### src/rtl/cmddb_pkg.sv
package cmddb_pkg;
  localparam int ADDR_W = 5;
  localparam int RD_W   = 16;

  localparam logic [ADDR_W-1:0] A_INBOUND  = 5'h10;
  localparam logic [ADDR_W-1:0] A_OUTBOUND = 5'h11;
  localparam logic [ADDR_W-1:0] A_INTCTL   = 5'h12;
  localparam logic [ADDR_W-1:0] A_SLOT     = 5'h13;
  localparam logic [ADDR_W-1:0] A_STATUS   = 5'h14;

  localparam int BIT_POST  = 0;
  localparam int BIT_SACK  = 1;
  localparam int BIT_AVAIL = 0;

  // Flag shown to the host at the inbound doorbell.
  function automatic logic ready_flag(input logic busy, input logic invert);
    return invert ? ~busy : busy;
  endfunction

  // Stored interrupt control bit -> effective enable.
  function automatic logic irq_enabled(input logic ctl, input logic invert);
    return invert ? ~ctl : ctl;
  endfunction

  // Host byte -> stored interrupt control bit.
  function automatic logic ctl_from_byte(input logic [7:0] wb, input logic invert);
    return invert ? wb[0] : (|wb);
  endfunction

  // Reset value of the control bit: interrupts disabled.
  function automatic logic ctl_reset(input logic invert);
    return invert;
  endfunction
endpackage

### src/rtl/cdb_mailbox.sv
module cdb_mailbox
  import cmddb_pkg::*;
#(
  parameter int NBYTES = 13
) (
  input  logic                  clk,
  input  logic                  rst_n,
  input  logic                  wr_en,
  input  logic [ADDR_W-1:0]     wr_addr,
  input  logic [7:0]            wr_byte,
  input  logic                  post_req,
  input  logic                  cmd_ready,
  output logic [NBYTES*8-1:0]   buf_flat,
  output logic                  busy,
  output logic                  cmd_valid,
  output logic [NBYTES*8-1:0]   cmd_data
);
  localparam int DATA_W = NBYTES * 8;

  logic              busy_q;
  logic [DATA_W-1:0] shadow_q;
  logic              post_accept;
  logic              cmd_take;

  for (genvar gi = 0; gi < NBYTES; gi++) begin : g_byte
    logic [7:0] byte_q;
    always_ff @(posedge clk or negedge rst_n) begin
      if (!rst_n)
        byte_q <= '0;
      else if (wr_en && (wr_addr == ADDR_W'(gi)))
        byte_q <= wr_byte;
    end
    assign buf_flat[gi*8 +: 8] = byte_q;
  end

  assign post_accept = post_req && !busy_q;
  assign cmd_take    = busy_q && cmd_ready;

  always_ff @(posedge clk or negedge rst_n) begin
    if (!rst_n) begin
      busy_q   <= 1'b0;
      shadow_q <= '0;
    end else begin
      if (post_accept) begin
        busy_q   <= 1'b1;
        shadow_q <= buf_flat;
      end else if (cmd_take) begin
        busy_q <= 1'b0;
      end
    end
  end

  assign busy      = busy_q;
  assign cmd_valid = busy_q;
  assign cmd_data  = shadow_q;

  // an accepted post raises the offer in the next cycle
  p_post_offers_r2: assert property (@(posedge clk) disable iff (!rst_n)
    post_req && !cmd_valid |=> cmd_valid);

  // a command in flight is not altered by host activity
  p_shadow_frozen_r4: assert property (@(posedge clk) disable iff (!rst_n)
    cmd_valid && !cmd_ready |=> $stable(cmd_data));

  // offer held until taken, dropped after the handshake
  p_hold_offer_r5: assert property (@(posedge clk) disable iff (!rst_n)
    cmd_valid && !cmd_ready |=> cmd_valid);
  p_drop_after_take_r5: assert property (@(posedge clk) disable iff (!rst_n)
    cmd_valid && cmd_ready |=> !cmd_valid);
endmodule

### src/rtl/cdb_completion.sv
module cdb_completion
  import cmddb_pkg::*;
#(
  parameter int SLOT_W = 8,
  parameter int STAT_W = 16,
  parameter bit INVERT = 1'b0
) (
  input  logic              clk,
  input  logic              rst_n,
  input  logic              comp_valid,
  input  logic [SLOT_W-1:0] comp_slot,
  input  logic [STAT_W-1:0] comp_status,
  input  logic              clr_req,
  input  logic              sack_req,
  input  logic              ctl_we,
  input  logic [7:0]        ctl_byte,
  output logic              comp_ready,
  output logic              avail,
  output logic [SLOT_W-1:0] slot_q,
  output logic [STAT_W-1:0] stat_q,
  output logic              ctl_q,
  output logic              irq
);
  logic avail_q;
  logic ackpend_q;
  logic accept;

  assign comp_ready = !avail_q && !ackpend_q;
  assign accept     = comp_valid && comp_ready;

  always_ff @(posedge clk or negedge rst_n) begin
    if (!rst_n) begin
      avail_q   <= 1'b0;
      ackpend_q <= 1'b0;
      slot_q    <= '0;
      stat_q    <= '0;
      ctl_q     <= ctl_reset(INVERT);
    end else begin
      if (accept) begin
        avail_q   <= 1'b1;
        ackpend_q <= 1'b1;
        slot_q    <= comp_slot;
        stat_q    <= comp_status;
      end else begin
        if (clr_req)
          avail_q <= 1'b0;
        if (sack_req && !avail_q)
          ackpend_q <= 1'b0;
      end
      if (ctl_we)
        ctl_q <= ctl_from_byte(ctl_byte, INVERT);
    end
  end

  assign avail = avail_q;
  assign irq   = avail_q && irq_enabled(ctl_q, INVERT);

  // status-available only rises after an offered completion
  p_avail_source_r6: assert property (@(posedge clk) disable iff (!rst_n)
    $rose(avail) |-> $past(comp_valid));

  // stored completion is held while no new one can enter
  p_hold_record_r6: assert property (@(posedge clk) disable iff (!rst_n)
    !comp_ready |=> $stable(slot_q) && $stable(stat_q));

  // acknowledge before clearing does not rearm the port
  p_early_sack_r8: assert property (@(posedge clk) disable iff (!rst_n)
    sack_req && avail && !clr_req |=> !comp_ready);

  // no interrupt without available status
  p_irq_quiet_r9: assert property (@(posedge clk) disable iff (!rst_n)
    !avail |-> !irq);
endmodule

### src/rtl/cmd_doorbell_if.sv
module cmd_doorbell_if
  import cmddb_pkg::*;
#(
  parameter int MBOX_BYTES   = 13,
  parameter int SLOT_W       = 8,
  parameter int STAT_W       = 16,
  parameter bit INVERT_READY = 1'b0
) (
  input  logic                    clk,
  input  logic                    rst_n,
  input  logic                    hst_we,
  input  logic [ADDR_W-1:0]       hst_addr,
  input  logic [7:0]              hst_wdata,
  output logic [RD_W-1:0]         hst_rdata,
  output logic                    cmd_valid,
  input  logic                    cmd_ready,
  output logic [MBOX_BYTES*8-1:0] cmd_data,
  input  logic                    comp_valid,
  output logic                    comp_ready,
  input  logic [SLOT_W-1:0]       comp_slot,
  input  logic [STAT_W-1:0]       comp_status,
  output logic                    irq
);
  localparam int DATA_W = MBOX_BYTES * 8;

  logic              hit_mbox;
  logic              hit_in;
  logic              hit_out;
  logic              hit_ctl;
  logic              post_req;
  logic              sack_req;
  logic              clr_req;
  logic              ctl_we;
  logic [DATA_W-1:0] buf_flat;
  logic              busy;
  logic              avail;
  logic [SLOT_W-1:0] slot_q;
  logic [STAT_W-1:0] stat_q;
  logic              ctl_q;

  assign hit_mbox = int'(hst_addr) < MBOX_BYTES;
  assign hit_in   = hst_addr == A_INBOUND;
  assign hit_out  = hst_addr == A_OUTBOUND;
  assign hit_ctl  = hst_addr == A_INTCTL;

  assign post_req = hst_we && hit_in  && hst_wdata[BIT_POST];
  assign sack_req = hst_we && hit_in  && hst_wdata[BIT_SACK];
  assign clr_req  = hst_we && hit_out && hst_wdata[BIT_AVAIL];
  assign ctl_we   = hst_we && hit_ctl;

  cdb_mailbox #(.NBYTES(MBOX_BYTES)) u_mbox (
    .clk       (clk),
    .rst_n     (rst_n),
    .wr_en     (hst_we && hit_mbox),
    .wr_addr   (hst_addr),
    .wr_byte   (hst_wdata),
    .post_req  (post_req),
    .cmd_ready (cmd_ready),
    .buf_flat  (buf_flat),
    .busy      (busy),
    .cmd_valid (cmd_valid),
    .cmd_data  (cmd_data)
  );

  cdb_completion #(.SLOT_W(SLOT_W), .STAT_W(STAT_W), .INVERT(INVERT_READY)) u_comp (
    .clk         (clk),
    .rst_n       (rst_n),
    .comp_valid  (comp_valid),
    .comp_slot   (comp_slot),
    .comp_status (comp_status),
    .clr_req     (clr_req),
    .sack_req    (sack_req),
    .ctl_we      (ctl_we),
    .ctl_byte    (hst_wdata),
    .comp_ready  (comp_ready),
    .avail       (avail),
    .slot_q      (slot_q),
    .stat_q      (stat_q),
    .ctl_q       (ctl_q),
    .irq         (irq)
  );

  always_comb begin
    hst_rdata = '0;
    if (hit_mbox)
      hst_rdata = RD_W'(buf_flat[int'(hst_addr)*8 +: 8]);
    else if (hit_in)
      hst_rdata[BIT_POST] = ready_flag(busy, INVERT_READY);
    else if (hit_out)
      hst_rdata[BIT_AVAIL] = avail;
    else if (hit_ctl)
      hst_rdata[0] = ctl_q;
    else if (hst_addr == A_SLOT)
      hst_rdata = RD_W'(slot_q);
    else if (hst_addr == A_STATUS)
      hst_rdata = RD_W'(stat_q);
  end

  // the doorbell flag tracks the in-flight command
  p_flag_tracks_r3: assert property (@(posedge clk) disable iff (!rst_n)
    hit_in |-> hst_rdata[BIT_POST] == (INVERT_READY ? !cmd_valid : cmd_valid));

  // a doorbell write without the post bit starts nothing
  p_zero_post_r10: assert property (@(posedge clk) disable iff (!rst_n)
    hst_we && hit_in && !hst_wdata[BIT_POST] && !cmd_valid |=> !cmd_valid);
endmodule

### config.mk
export PLATFORM = sky130hd
export DESIGN_NAME = cmd_doorbell_if
export DESIGN_NICKNAME = d
export VERILOG_FILES = /design/src/rtl/cmddb_pkg.sv /design/src/rtl/cdb_mailbox.sv /design/src/rtl/cdb_completion.sv /design/src/rtl/cmd_doorbell_if.sv
export SDC_FILE = /design/constraint.sdc
export NUM_CORES = 1
export LEC_CHECK = 0
export ABC_AREA = 1
export BUFFER_PORTS_ARGS = -buffer_cell sky130_fd_sc_hd__clkbuf_2
export CAP_MARGIN = 25
export CORE_ASPECT_RATIO = 0.6
export CORE_MARGIN = 3
export CORE_UTILIZATION = 40
export DETAILED_ROUTE_END_ITERATION = 12
export GPL_TIMING_DRIVEN = 0
export SLEW_MARGIN = 15
export SYNTH_ARGS = -nofsm -noshare
export SYNTH_HDL_FRONTEND = slang
export SYNTH_HIERARCHICAL = 1
export SYNTH_SLANG_ARGS = --single-unit
### constraint.sdc
create_clock -name clk -period 1.5 [get_ports clk]
set_input_delay 0.15 -clock clk [delete_from_list [all_inputs] [get_ports clk]]
set_output_delay 0.15 -clock clk [all_outputs]
set_load 0.01 [all_outputs]
==> qor.yml <==
dieArea_um2: 29500
cts_num_sinks: 236
critPathArrivalTime_ps: 1660
final_hold_viol_count: 75
setup_ws_ps: -311
grt_max_degree: 97
p_total_w: 0.0168
intPower_w: 0.0120
die_x_um: 220
clk_path_buf_depth: 3
clk_pin_slew_ps: 70
drv_cap: 0
path_max_fanout: 2
min_period_over_period_pct: 121
status: "finished, violations left"
slew_headroom_pct: 35.6
synth_top_cell_by_area: "dfrtp_1"
switching_power_w: 0.00474
routed-via-count: 10900
grtUsageTotal_pct: 25.8
synth.avg_cell_area_um2: 7.72
synth_edf_count: 0
nets: 1778
synth_area_um2: 11000
die_height_um: 134
grt_pass1_vias: 10100
pwr-share-seq_pct: 45.5
cp-start-kind: "flip-flop"
first_pass_iters: 5
critical_path_class: "reg -> out"
synth_fp_nets: 1462
initialDrtViolationCount: 1061
max_freq_mhz: 552
start_util_pct: 41.1
ctsHtreeMaxLevel: 1
diodes: 0
ys_seq_area_share_pct: 53.9
synth_cell_type_count: 27
routedWlPerCell_um: 18.2
dp.cells: 1945
worstRegToRegCells: 5
required_ps: 1350
synth_cells: 1420
yosys_warnings: 6
min_period_ps: 1810
vdd_ir_drop_max_v: 0.000661
clock_skew_ps: 14.4
rows: 46
synth_top_area_share_pct: 53.9
reg2reg_from: "u_mbox/busy$_DFFE_PN0P_"
drc: 0
cp-startpoint: "u_mbox/g_byte[10].byte_q[3]$_DFFE_PN0P_"
grt_pass1_wl_um: 58500
core_um2: 26700
hp-class: "in -> async"
comb_power_share_pct: 16.7
synthTopCellsByCount: "nand2_1 (717), nand3_1 (274), dfrtp_1 (236)"
rsz0062_at_grt: "true"
whs_ps: -356
slew_violations: 0
ys.flop_type: "dfrtp_1"
vias_per_cell: 5.14
dpl.hpwl_um: 26300
cts_hold_buffers: 35
port_buffers: 163
grt.overflow.total: 0
syn2layout_area_growth_pct: 35.1
synth.most_common_cell: "nand2_1"
fin_cells: 2112
power_frac_clock_pct: 37.8
async_flop_share_pct: 100
ant_nets: 0
grt_antenna_before_repair: 0
synth-seq-cells: 236
worstMarginPinSlew_ps: 967
reg2reg_slack_ps: 70
routed_wirelength_um: 38500
setup_viol: 11
cts_inserted_buffers: 24
violations: "hold timing, setup timing"
synthTopCellsByArea: "dfrtp_1 (54%), nand2_1 (25%), nand3_1 (13%), buf_2 (1.4%), inv_1 (1.2%)"
routabilityCongestion: 0.948
power_leakage_nw: 8.37
power_switching_share_pct: 28.3
io_pins: 165
end_kind: "output pin"
layout-drive-gt1-share_pct: 27.3
clock_latency_ps: 540
cts_root_buf: "clkbuf_16"
powerDensity_nw_per_um2: 1130
worstReg2RegEnd: "u_mbox/cmd_data[87]$_DFFE_PN0P_"
tritoncts: "built"
[metal layers]
metal | track usage (%) | routed length, um | share of wire (%) | vias to the layer above
met1 | 40.7 | 18200 | 47 | 5141
met4 | 6.54 | 956 | 2.5 | 0
li1 | - | - | - | 5154
met3 | 7.00 | 4050 | 11 | 69
met2 | 34.5 | 15300 | 40 | 486
met5 | 0 | 0 | 0 | -
[cell usage in the layout (no fill, tap or decap), types with 3 or more instances in the layout]
cell / instances
o21ai_0: 7
buf_2: 23
clkbuf_16: 26
inv_2: 4
buf_12: 3
inv_1: 35
nand3_1: 238
dfrtp_1: 233
dlygate4sd3_1: 35
buf_4: 109
nand2_1: 672
nand2_2: 45
nand2_4: 3
clkbuf_8: 10
nand3_2: 23
nor2_4: 9
clkbuf_4: 7
nor2_1: 24
clkinv_2: 3
clkbuf_2: 167
a21oi_1: 8
clkbuf_1: 15
dfrtp_2: 3
buf_6: 13
nand3_4: 14
[flip-flops by register name, summed over array words and instances (netlist names)]
| name | cells |
|---|---|
| u_comp/ackpend_q | 1 |
| u_comp/avail | 1 |
| u_comp/ctl_q | 1 |
| u_comp/slot_q | 8 |
| u_comp/stat_q | 16 |
| u_mbox/busy | 1 |
| u_mbox/cmd_data | 104 |
| u_mbox/g_byte.byte_q | 104 |
[worst max path at each step]
| stage | cells past startpoint | slack (ps) | end |
|---|---|---|---|
| final | 9 | -310 | hst_rdata[3] |
| after global routing | 9 | -400 | hst_rdata[2] |
| after CTS | 9 | -310 | hst_rdata[4] |
| after detailed placement | 13 | -880 | u_mbox/cmd_data[63]$_DFFE_PN0P_ |
| after global placement | 1 | -4590 | u_mbox/cmd_data[18]$_DFFE_PN0P_ |
| after floorplan | 10 | -30 | u_mbox/g_byte[11].byte_q[0]$_DFFE_PN0P_ |
[per-stage QoR]
step           setup TNS (ps)  area (um^2)  hold slack [ps]  util, %  setup slack, ps
6_report                -2340        14800             -356     55.5             -311
5_1_grt                 -6320        14800             -308     55.5             -401
4_1_cts                 -9050        14400             -340     53.8             -306
3_5_place_dp          -132380        12400              217     46.5             -881
3_3_place_gp         -1202390        12400              374     46.3            -4590
2_1_floorplan           -3030        11100             -146        -            -26.0
[cell type report]
class	count	area, um^2
inverter	43	176
clock inverter	5	75.1
fill	2524	11900
timing repair buffer	291	1940
clock buffer	37	751
buffer	85	621
multi-input combinational	1055	4890
tap	360	450
sequential	236	5910
[critical path: stages, from the launching register on]
cell and delay [ps]:
dfrtp_1 420, nand2_1 90, nand2_1 50, nand2_1 70
nand3_2 90, nand2_2 90, nand3_1 70, nand2_1 70
nand2_1 50, clkbuf_2 120
[power groups by stage]
| stage | registers, W | logic (W) | clock network, W |
|---|---|---|---|
| after floorplan | 0.00766 | 0.00122 | 0 |
| after CTS | 0.00760 | 0.00261 | 0.00642 |
| final | 0.00762 | 0.00280 | 0.00633 |
| after detailed placement | 0.00781 | 0.00203 | 0 |
| after global routing | 0.00770 | 0.00309 | 0.00672 |
| after global placement | 0.00781 | 0.00197 | 0 |
[what timing repair did]
item | in CTS | in global routing
endpoints found under the setup margin | 180 | 222
gates resized for setup | 74 | 92
endpoints found under the hold margin | 122 | 75
cloned | 0 | 2
setup buffers | 67 | 22
pin swaps | 15 | 26
[cells by family after synthesis]
family                 count (synthesis)  synth area share, %
AO/OA/AOI/OAI                         17                0.776
buffers and inverters                129                 5.77
flip-flops                           236                 53.9
AND/OR/NAND/NOR                     1038                 39.6
No activity file was read; power rests on OpenSTA's default activity.
